### src/rtl/pwmd_pkg.sv
package pwmd_pkg;

  localparam int IDX_W = 6;

  // number of dither bits selected by the mode code
  function automatic int unsigned dith_bits(input logic [1:0] mode);
    case (mode)
      2'd1:    return 4;
      2'd2:    return 5;
      2'd3:    return 6;
      default: return 0;
    endcase
  endfunction

  // accumulator-overflow spread: frame k gets an extra clock when
  // ((k*n) mod L) + n reaches L
  function automatic logic dith_hit(input logic [IDX_W-1:0] idx,
                                    input logic [31:0] raw,
                                    input logic [1:0] mode);
    int unsigned db, len, k, n, acc;
    db = dith_bits(mode);
    if (db == 0) return 1'b0;
    len = 32'd1 << db;
    k   = 32'(idx) & (len - 1);
    n   = raw & (len - 1);
    acc = ((k * n) & (len - 1)) + n;
    return acc >= len;
  endfunction

  // effective value for one frame: base (upper bits) plus dither extra
  function automatic logic [31:0] dith_value(input logic [31:0] raw,
                                             input logic [1:0] mode,
                                             input logic [IDX_W-1:0] idx);
    logic [31:0] base;
    base = raw >> dith_bits(mode);
    return base + {31'd0, dith_hit(idx, raw, mode)};
  endfunction

endpackage

### src/rtl/pwmd_frame_ctl.sv
module pwmd_frame_ctl
  import pwmd_pkg::*;
#(
  parameter int CNT_W = 16
) (
  input  logic                 clk,
  input  logic                 rst_n,
  input  logic                 en,
  input  logic [1:0]           dith_mode,
  input  logic [CNT_W-1:0]     period,
  output logic                 running,
  output logic [CNT_W-1:0]     cnt,
  output logic [CNT_W-1:0]     top_q,
  output logic [IDX_W-1:0]     frame_idx,
  output logic                 load,
  output logic [IDX_W-1:0]     next_idx
);

  logic             last_clk;
  logic [31:0]      top_wide;
  logic [CNT_W-1:0] top_next;

  assign last_clk = (cnt == top_q);
  assign load     = en && (!running || last_clk);
  assign next_idx = running ? frame_idx + 1'b1 : '0;
  assign top_wide = dith_value(32'(period), dith_mode, next_idx);
  assign top_next = top_wide[CNT_W-1:0];

  always_ff @(posedge clk or negedge rst_n) begin
    if (!rst_n) begin
      running   <= 1'b0;
      cnt       <= '0;
      top_q     <= '0;
      frame_idx <= '0;
    end else if (!en) begin
      running   <= 1'b0;
      cnt       <= '0;
      frame_idx <= '0;
    end else if (load) begin
      running   <= 1'b1;
      cnt       <= '0;
      top_q     <= top_next;
      frame_idx <= next_idx;
    end else begin
      cnt <= cnt + 1'b1;
    end
  end

endmodule

### src/rtl/pwmd_channel.sv
module pwmd_channel
  import pwmd_pkg::*;
#(
  parameter int CNT_W = 16
) (
  input  logic               clk,
  input  logic               rst_n,
  input  logic               load,
  input  logic [IDX_W-1:0]   next_idx,
  input  logic [1:0]         dith_mode,
  input  logic [CNT_W-1:0]   compare,
  input  logic               running,
  input  logic [CNT_W-1:0]   cnt,
  output logic               pwm
);

  logic [CNT_W-1:0] cmp_q;
  logic [31:0]      cmp_wide;

  assign cmp_wide = dith_value(32'(compare), dith_mode, next_idx);

  always_ff @(posedge clk or negedge rst_n) begin
    if (!rst_n)    cmp_q <= '0;
    else if (load) cmp_q <= cmp_wide[CNT_W-1:0];
  end

  assign pwm = running && (cnt < cmp_q);

endmodule

### src/rtl/pwmd_gen.sv
module pwmd_gen
  import pwmd_pkg::*;
#(
  parameter int CNT_W  = 16,
  parameter int NUM_CH = 2
) (
  input  logic                      clk,
  input  logic                      rst_n,
  input  logic                      en,
  input  logic [1:0]                dith_mode,
  input  logic [CNT_W-1:0]          period,
  input  logic [NUM_CH*CNT_W-1:0]   compare,
  output logic [NUM_CH-1:0]         pwm_out,
  output logic                      frame_start
);

  logic             running;
  logic [CNT_W-1:0] cnt;
  logic [CNT_W-1:0] top_q;
  logic [IDX_W-1:0] frame_idx;
  logic             load;
  logic [IDX_W-1:0] next_idx;

  pwmd_frame_ctl #(.CNT_W(CNT_W)) frame_i (
    .clk       (clk),
    .rst_n     (rst_n),
    .en        (en),
    .dith_mode (dith_mode),
    .period    (period),
    .running   (running),
    .cnt       (cnt),
    .top_q     (top_q),
    .frame_idx (frame_idx),
    .load      (load),
    .next_idx  (next_idx)
  );

  for (genvar c = 0; c < NUM_CH; c++) begin : g_ch
    pwmd_channel #(.CNT_W(CNT_W)) ch_i (
      .clk       (clk),
      .rst_n     (rst_n),
      .load      (load),
      .next_idx  (next_idx),
      .dith_mode (dith_mode),
      .compare   (compare[c*CNT_W +: CNT_W]),
      .running   (running),
      .cnt       (cnt),
      .pwm       (pwm_out[c])
    );
  end

  assign frame_start = running && (cnt == '0);

endmodule

### config.mk
export PLATFORM = sky130hd
export DESIGN_NAME = pwmd_gen
export DESIGN_NICKNAME = d
export VERILOG_FILES = /design/src/rtl/pwmd_pkg.sv /design/src/rtl/pwmd_frame_ctl.sv /design/src/rtl/pwmd_channel.sv /design/src/rtl/pwmd_gen.sv
export SDC_FILE = /design/constraint.sdc
export NUM_CORES = 1
export LEC_CHECK = 0
export BUFFER_PORTS_ARGS = -buffer_cell sky130_fd_sc_hd__buf_4
export CAP_MARGIN = 30
export CORE_MARGIN = 2
export CORE_UTILIZATION = 35
export CTS_CLUSTER_SIZE = 25
export DETAILED_ROUTE_END_ITERATION = 10
export PLACE_DENSITY_LB_ADDON = 0.25
export SYNTH_ARGS = -nofsm -noshare
export SYNTH_HDL_FRONTEND = slang
export SYNTH_SLANG_ARGS = --single-unit
### constraint.sdc
create_clock -name clk -period 13 [get_ports clk]
set_input_delay 2.6 -clock clk [delete_from_list [all_inputs] [get_ports clk]]
set_output_delay 2.6 -clock clk [all_outputs]
set_load 0.01 [all_outputs]
== Yosys cells after proc, flatten, opt, wreduce, memory -nomap -nowiden ==
Cells that the tools add are included.
Word-level totals
  word-level logic and storage cells: 61
  input port bits: 53
  flip-flop bits (word level): 71
  output and inout bits: 3
Cells by class
  reduce and logical (&&, ||, !) cells: 9
  $add $sub $neg: 9
  bitwise logic cells: 7
  muxes and demuxes: 13
  equal/unequal tests: 5
  shift-type cells: 4
  order comparisons: 5
  $mul: 3
Operator list (count)
  $add 32x32->32: 3
  $and 16x32->32: 3
  $and 32x32->32: 3
  $ge 32x32->1: 3
  $mul 32x32->32: 3
  $shr 16x32->16: 2
  $add 16x1->16: 3
  $and 6x32->32: 1
  $logic_not 32->1: 1
  $lt 16x16->1: 2
  $mux 16: 2
  $shl 1x32->32 const A: 1
  $sub 32x1->32 const B: 1
  $mux 6: 3
  $add 16x1->16 const B: 1
  $eq 16x16->1: 1
  $logic_not 16->1: 1
  $shr 16x3->16: 1
  $pmux 3 s3: 1
  $mux 1: 7
  $add 6x1->6 const B: 1
  $eq 2x2->1 const B: 2
  $logic_and 1x1->1: 4
  $eq 2x1->1 const B: 1
  4 further kinds: 4

== Depth between registers and ports, before layout ==
  depth after elaboration: 11
  mapped depth: 44

== Hierarchy ==
A second synthesis with hierarchy kept.
Unflattened totals
  cell total of the unflattened synthesis: 2044
  area, all modules: 19125.8 µm²
Modules (own cells, without submodules)
  pwmd_frame_ctl: times used 1, area an instance 6901.6 µm², cells an instance 742, sequential area each 975.9 µm²
  pwmd_channel (g_ch[1].ch_i): times used 1, area an instance 6119.6 µm², cells an instance 653, sequential area each 400.4 µm²
  pwmd_channel (g_ch[0].ch_i): times used 1, area an instance 6060.8 µm², cells an instance 643, sequential area each 400.4 µm²
  pwmd_gen: times used 1, area an instance 43.8 µm², cells an instance 6, sequential area each 0.0 µm²

== Worst setup path before layout ==
No wires, ideal clock.
  path kind: input port to flip-flop
  start: input port dith_mode[1]
  end: register frame_i.top_q[13]
  stages on the path: 36
  arrival: 9.939 ns
  buffers on the path: 5
  library setup time: 0.121 ns
  setup slack: 2.940 ns
  cells stage by stage: buf_6 buf_8 buf_6 buf_2 buf_1 nand2_1 inv_1 nand2_1 fa_1 fa_1 fa_1 inv_1 ha_1 inv_1 fa_1 nor2_1 ha_1 o21a_1 o31a_1 o21a_1 nor2_1 xnor2_1 ha_1 a2111oi_0 nand3_1 or4_4 a2111oi_4 a41oi_1 ha_1 nand4_1 nand2b_1 nor2b_1 nand3_1 nor2_1 xor2_1 a22o_1
On the way
  longest elaborated chain between the ends: 11
  elaborated cells on any way between the ends: 17
  classes of those cells: add/sub (3); mul (1); order compare (1); eq/ne (3); shift (2); mux (3); bitwise (3); reduce/logical (1)
Ends and longest elaborated chain
  start, declared: RTL line pwmd_gen.sv:10  | input logic [1:0] dith_mode,
  $eq 2x2->1 or $eq 2x1->1 (tied branches): RTL line pwmd_pkg.sv:7  | case (mode)
  $pmux 3 s3 *: RTL line pwmd_pkg.sv:7
  $shl 1x32->32: RTL line pwmd_pkg.sv:23  | len = 32'd1 << db;
  $sub 32x1->32: RTL line pwmd_pkg.sv:24, pwmd_pkg.sv:25, pwmd_pkg.sv:26
  $and 6x32->32 or $and 16x32->32 (tied branches): RTL line pwmd_pkg.sv:24, pwmd_pkg.sv:25
  $mul 32x32->32: RTL line pwmd_pkg.sv:26  | acc = ((k * n) & (len - 1)) + n;
  $and 32x32->32: RTL line pwmd_pkg.sv:26
  $add 32x32->32: RTL line pwmd_pkg.sv:26
  $ge 32x32->1: RTL line pwmd_pkg.sv:27  | return acc >= len;
  $mux 1: RTL line pwmd_pkg.sv:23
  $add 16x1->16 *: RTL line pwmd_pkg.sv:36  | return base + {31'd0, dith_hit(idx, raw, mode)};
  end signal, assigned: RTL line pwmd_frame_ctl.sv:42  | top_q <= top_next;
  end, declared: RTL line pwmd_frame_ctl.sv:13  | output logic [CNT_W-1:0] top_q,
Every way passes the cells marked *; elsewhere a longest branch is shown, timed or not.
A chain may end at the register's enable or synchronous reset.

== Final worst setup path ==
  start: input port dith_mode[1]
  end: register frame_i.top_q[14]
Same word-level chain as after synthesis.

==> run summary <==
For the clock latency at the later pin of the worst-skew pair, the log shows 330 ps. sky130_fd_sc_hd__ha_1 takes more of the synthesized area than any other cell. Worst min-delay path category: reg2reg.

For the worst setup path, the data required time is 13220 ps. TritonCTS built the clock tree. After synthesis the netlist holds a flip-flop and latch count of 71. The most used flip-flop cell after synthesis is sky130_fd_sc_hd__dfrtp_1. Once layout is done, the placed cells without fillers occupy 20900 sq um. Cells with a size suffix above 1 make up 5.44% of the layout.

Wire length per cell: 14.2 um. The post-synth design cell area was 18700 sq um. Sequential cells were found to cover 9.50% of the synthesized design area. The total number of nets in the final design came out at 2994. The total setup buffers inserted after CTS was 0. The tools report the final design utilization as 39.7%. The run gives 0.870 as the final estimated routing congestion in global placement. The run gives 509 as the number of DRC markers after the initial detailed-route iteration. The run gives 1780 sq um as the area occupied by registers. The starting density of the core was 35.5%; the highest clock rate was 95.6 MHz. The H-tree generated during clock tree synthesis spans 3 levels. The run gives 0 as the final number of max-transition violations.

STA classifies the critical path startpoint as an input pin. The clock skew was 6.34 ps; the I/O pin count was 56. Summing all placed instances gives a cell area of 20600 sq um.

The measured slew at the worst slew-check pin is 893 ps. The run gives 5292 as the number of filler cells placed in the layout. After clock tree synthesis, the flow added hold-fix buffers numbering 0. The core area was 52700 sq um; the die area was 55300 sq um. After detailed routing, the number of vias per cell comes to 4.78.

The total of max-cap violations was 0; the tightest slew margin relative to the limit was 40.5%. The logs give 7 for the number of detailed-routing iterations run before antenna repair and 68 for the count of unique library cells instantiated by Yosys. After synthesis, the largest area contributor takes up 33.4% of total cell area. Of all nets on the critical path, the largest fanout is 47.

The diode insertion count for antenna repair came out at 0. For the maximum number of pins on one net before global-route repair, the log shows 72. The horizontal die dimension works out to 235 um.

The warning count from the yosys run is 0, and the number of buffers added on ports is 55. The clock drives 71 sinks. In this run the remaining antenna-violating nets after routing total 0.

For the worst-case hold slack, the log shows 484 ps. The detailed router placed 14172 vias in this run. The worst path uses 80.4% of the clock period. In this run the clock root is driven by a sky130_fd_sc_hd__clkbuf_16.

The combinational family with the most area after synthesis was adder cells. The clock period minus worst slack is 10460 ps. By startpoint and endpoint, the worst setup path is classified as in2reg. Setup repair after global routing left no endpoint under its margin.

For this design the ratio of total power to cell area is 73.8 nW/um^2. The average footprint of a synthesized cell was 9.18 sq um; the total wire length was 42.0 mm. Summing the areas of all compound-gate instances in the mapped netlist gives 9.09% of the synthesized area. The via count of the first global-routing pass came out at 14723.

The total negative setup slack was 0 ps. Summing the areas of all xor and xnor instances in the mapped netlist gives 4.73% of the synthesized area. The largest single stage delay on the critical path is 560 ps. Before CTS, the worst setup slack after placement is 2230 ps. After clock tree synthesis, the repair step resized 0 gates. The logs give 2038 for the synthesized netlist cell count and 0 for the total grt overflow.

For this run, asynchronously set or reset flops after synthesis account for 100%. Row generation in the floorplan step produced 84 rows. The flow ran to the end, and the final reports show no timing, DRC or antenna violations. Data on the critical path arrives at its endpoint at 10680 ps. The kind of end point of the critical path was a register.

For the total routing resource utilization after global routing, the log shows 15.8%. The logs give 9 for the number of buffers inserted during clock tree synthesis and 2 for the initial antenna violation count. From synthesis to final layout, the design area changed by 11.8%. The first global-routing pass estimated 72.9 mm of wire.

Clock-pin slew was measured on the worst setup and hold paths at 60 ps. Final critical-path setup slack: 2540 ps. The number of endpoints with negative hold slack in the final report is 0, and the height of the chip is 235 um. After Yosys synthesis, full adders, half adders and majority gates account for 51.4% of the synthesized area. Setup violations remaining at the end of the flow were counted as 0. The portion of synthesized area spent on multiplexers is 4.68%.

The largest buffer count on any clock path came out at 2. IR analysis of the VDD net gives a maximum drop of 70.7 uV. For this design the static power due to leakage is 12.2 nW.

The number of enable-type register cells in the synthesized netlist was 0. The area share of and/or/nand/nor cells after synthesis works out to 12.9%. The tools report the total area of multi-input combinational cells as 16300 sq um. The DRC violations left was 0. The cell type of the slowest stage on the worst timing path was sky130_fd_sc_hd__fa_1. Detailed placement finished with a half-perimeter wire length of 35.4 mm. By area the synthesized netlist is led by sky130_fd_sc_hd__ha_1, sky130_fd_sc_hd__fa_1, sky130_fd_sc_hd__dfrtp_1.
-- layout by cell type, fill, tap and decap left out, types with 13 or more instances in the layout --
cell type	netlist	routed
sky130_fd_sc_hd__a211oi_1	13	13
sky130_fd_sc_hd__ha_1	500	500
sky130_fd_sc_hd__buf_4	4	65
sky130_fd_sc_hd__a21oi_1	49	49
sky130_fd_sc_hd__nand2_1	153	152
sky130_fd_sc_hd__xnor2_1	44	44
sky130_fd_sc_hd__o21ai_0	33	33
sky130_fd_sc_hd__nor2_1	184	184
sky130_fd_sc_hd__dfrtp_1	71	71
sky130_fd_sc_hd__conb_1	2	206
sky130_fd_sc_hd__nor2b_1	21	21
sky130_fd_sc_hd__nand4_1	26	26
sky130_fd_sc_hd__mux4_2	30	30
sky130_fd_sc_hd__o21a_1	21	21
sky130_fd_sc_hd__nand2b_1	24	24
sky130_fd_sc_hd__xor2_1	57	57
sky130_fd_sc_hd__fa_1	168	168
sky130_fd_sc_hd__nand3_1	38	38
sky130_fd_sc_hd__a21o_1	25	25
sky130_fd_sc_hd__o21ai_1	51	51
sky130_fd_sc_hd__inv_1	316	316
sky130_fd_sc_hd__and2_1	34	34
-- state kept, by name (all words and copies together) (netlist names) --
name,count
frame_i.cnt,16
frame_i.frame_idx,6
frame_i.running,1
frame_i.top_q,16
g_ch.ch_i.cmp_q,32
-- metal layers --
metal / share of wire, % / routed length (um) / vias to the layer above / track usage, %
met5: 0.048 / 20 / - / 0
li1: - / - / 7154 / -
met4: 1.5 / 650 / 4 / 2.67
met2: 47 / 19900 / 198 / 27.6
met1: 47 / 19900 / 6770 / 21.6
met3: 3.5 / 1480 / 46 / 1.35
-- Yosys cell counts (5+ instances only) --
master                        n
sky130_fd_sc_hd__a211oi_1    13
sky130_fd_sc_hd__a21boi_0     7
sky130_fd_sc_hd__a21o_1      25
sky130_fd_sc_hd__a21oi_1     49
sky130_fd_sc_hd__a22o_1       5
sky130_fd_sc_hd__a31oi_1      5
sky130_fd_sc_hd__a41oi_1      5
sky130_fd_sc_hd__and2_1      34
sky130_fd_sc_hd__and3_1       8
sky130_fd_sc_hd__clkbuf_1    30
sky130_fd_sc_hd__dfrtp_1     71
sky130_fd_sc_hd__fa_1       168
sky130_fd_sc_hd__ha_1       500
sky130_fd_sc_hd__inv_1      316
sky130_fd_sc_hd__mux2i_1     12
sky130_fd_sc_hd__mux4_2      30
sky130_fd_sc_hd__nand2_1    153
sky130_fd_sc_hd__nand2b_1    24
sky130_fd_sc_hd__nand3_1     38
sky130_fd_sc_hd__nand4_1     26
sky130_fd_sc_hd__nor2_1     184
sky130_fd_sc_hd__nor2b_1     21
sky130_fd_sc_hd__nor3_1      11
sky130_fd_sc_hd__nor4_1      10
sky130_fd_sc_hd__o2111ai_1    6
sky130_fd_sc_hd__o211ai_1     8
sky130_fd_sc_hd__o21a_1      21
sky130_fd_sc_hd__o21ai_0     33
sky130_fd_sc_hd__o21ai_1     51
sky130_fd_sc_hd__o31a_1       6
sky130_fd_sc_hd__o31ai_1      7
sky130_fd_sc_hd__xnor2_1     44
sky130_fd_sc_hd__xor2_1      57
-- cells by family (layout without fill, tap and decap cells) --
family | count (synthesis) | after routing
compound gates | 261 | 261
xor+xnor | 101 | 101
fa+ha+maj | 668 | 668
buf+inv | 362 | 398
flops | 71 | 71
mux | 49 | 49
other cells | 2 | 206
simple gates | 524 | 524
-- layout make-up --
cell class	instances	share of cell area, %
Multi-Input combinational cell	1809	77.8
Sequential cell	71	8.49
Inverter	317	5.70
Tap cell	688	4.12
Timing Repair Buffer	65	2.33
Clock buffer	9	1.08
Clock inverter	7	0.461
-- power by group --
part	total [W]	switching [W]	internal, W	leakage, nW
registers	0.000263	0.0000180	0.000245	0.924
clock network	0.000268	0.0000990	0.000169	0.160
logic	0.00101	0.000547	0.000467	11.2
-- metrics by stage --
stage	total power [W]	instances
CTS	0.00141	2966
detailed placement	0.00114	2950
global route	0.00177	2966
floorplan	0.00105	2242
global placement	0.00113	2950
finish	0.00154	2966
-- worst paths after layout --
path / startpoint / to / slack (ps) / depth (start not counted)
min: g_ch[1].ch_i.cmp_q[10] / g_ch[1].ch_i.cmp_q[10] / 480 / 2
max in group asynchronous: rst_n / frame_i.top_q[9] / 10030 / 1
min in group asynchronous: rst_n / frame_i.cnt[9] / 2400 / 1
max: dith_mode[1] / frame_i.top_q[14] / 2540 / 33
max reg2reg: frame_i.frame_idx[0] / frame_i.top_q[14] / 4720 / 33
min reg2reg: g_ch[1].ch_i.cmp_q[10] / g_ch[1].ch_i.cmp_q[10] / 480 / 2
-- worst max-delay path, delay by kind of cell --
kind | cells | cell delay [ps]
adders and majority gates | 8 | 3210
xor gates and xnor gates | 2 | 250
and+or+nand+nor | 12 | 2210
AOI/OAI and AO/OA | 7 | 1590
buffers and inverters | 4 | 750
Note: power is estimated with default switching activity, not from simulation.
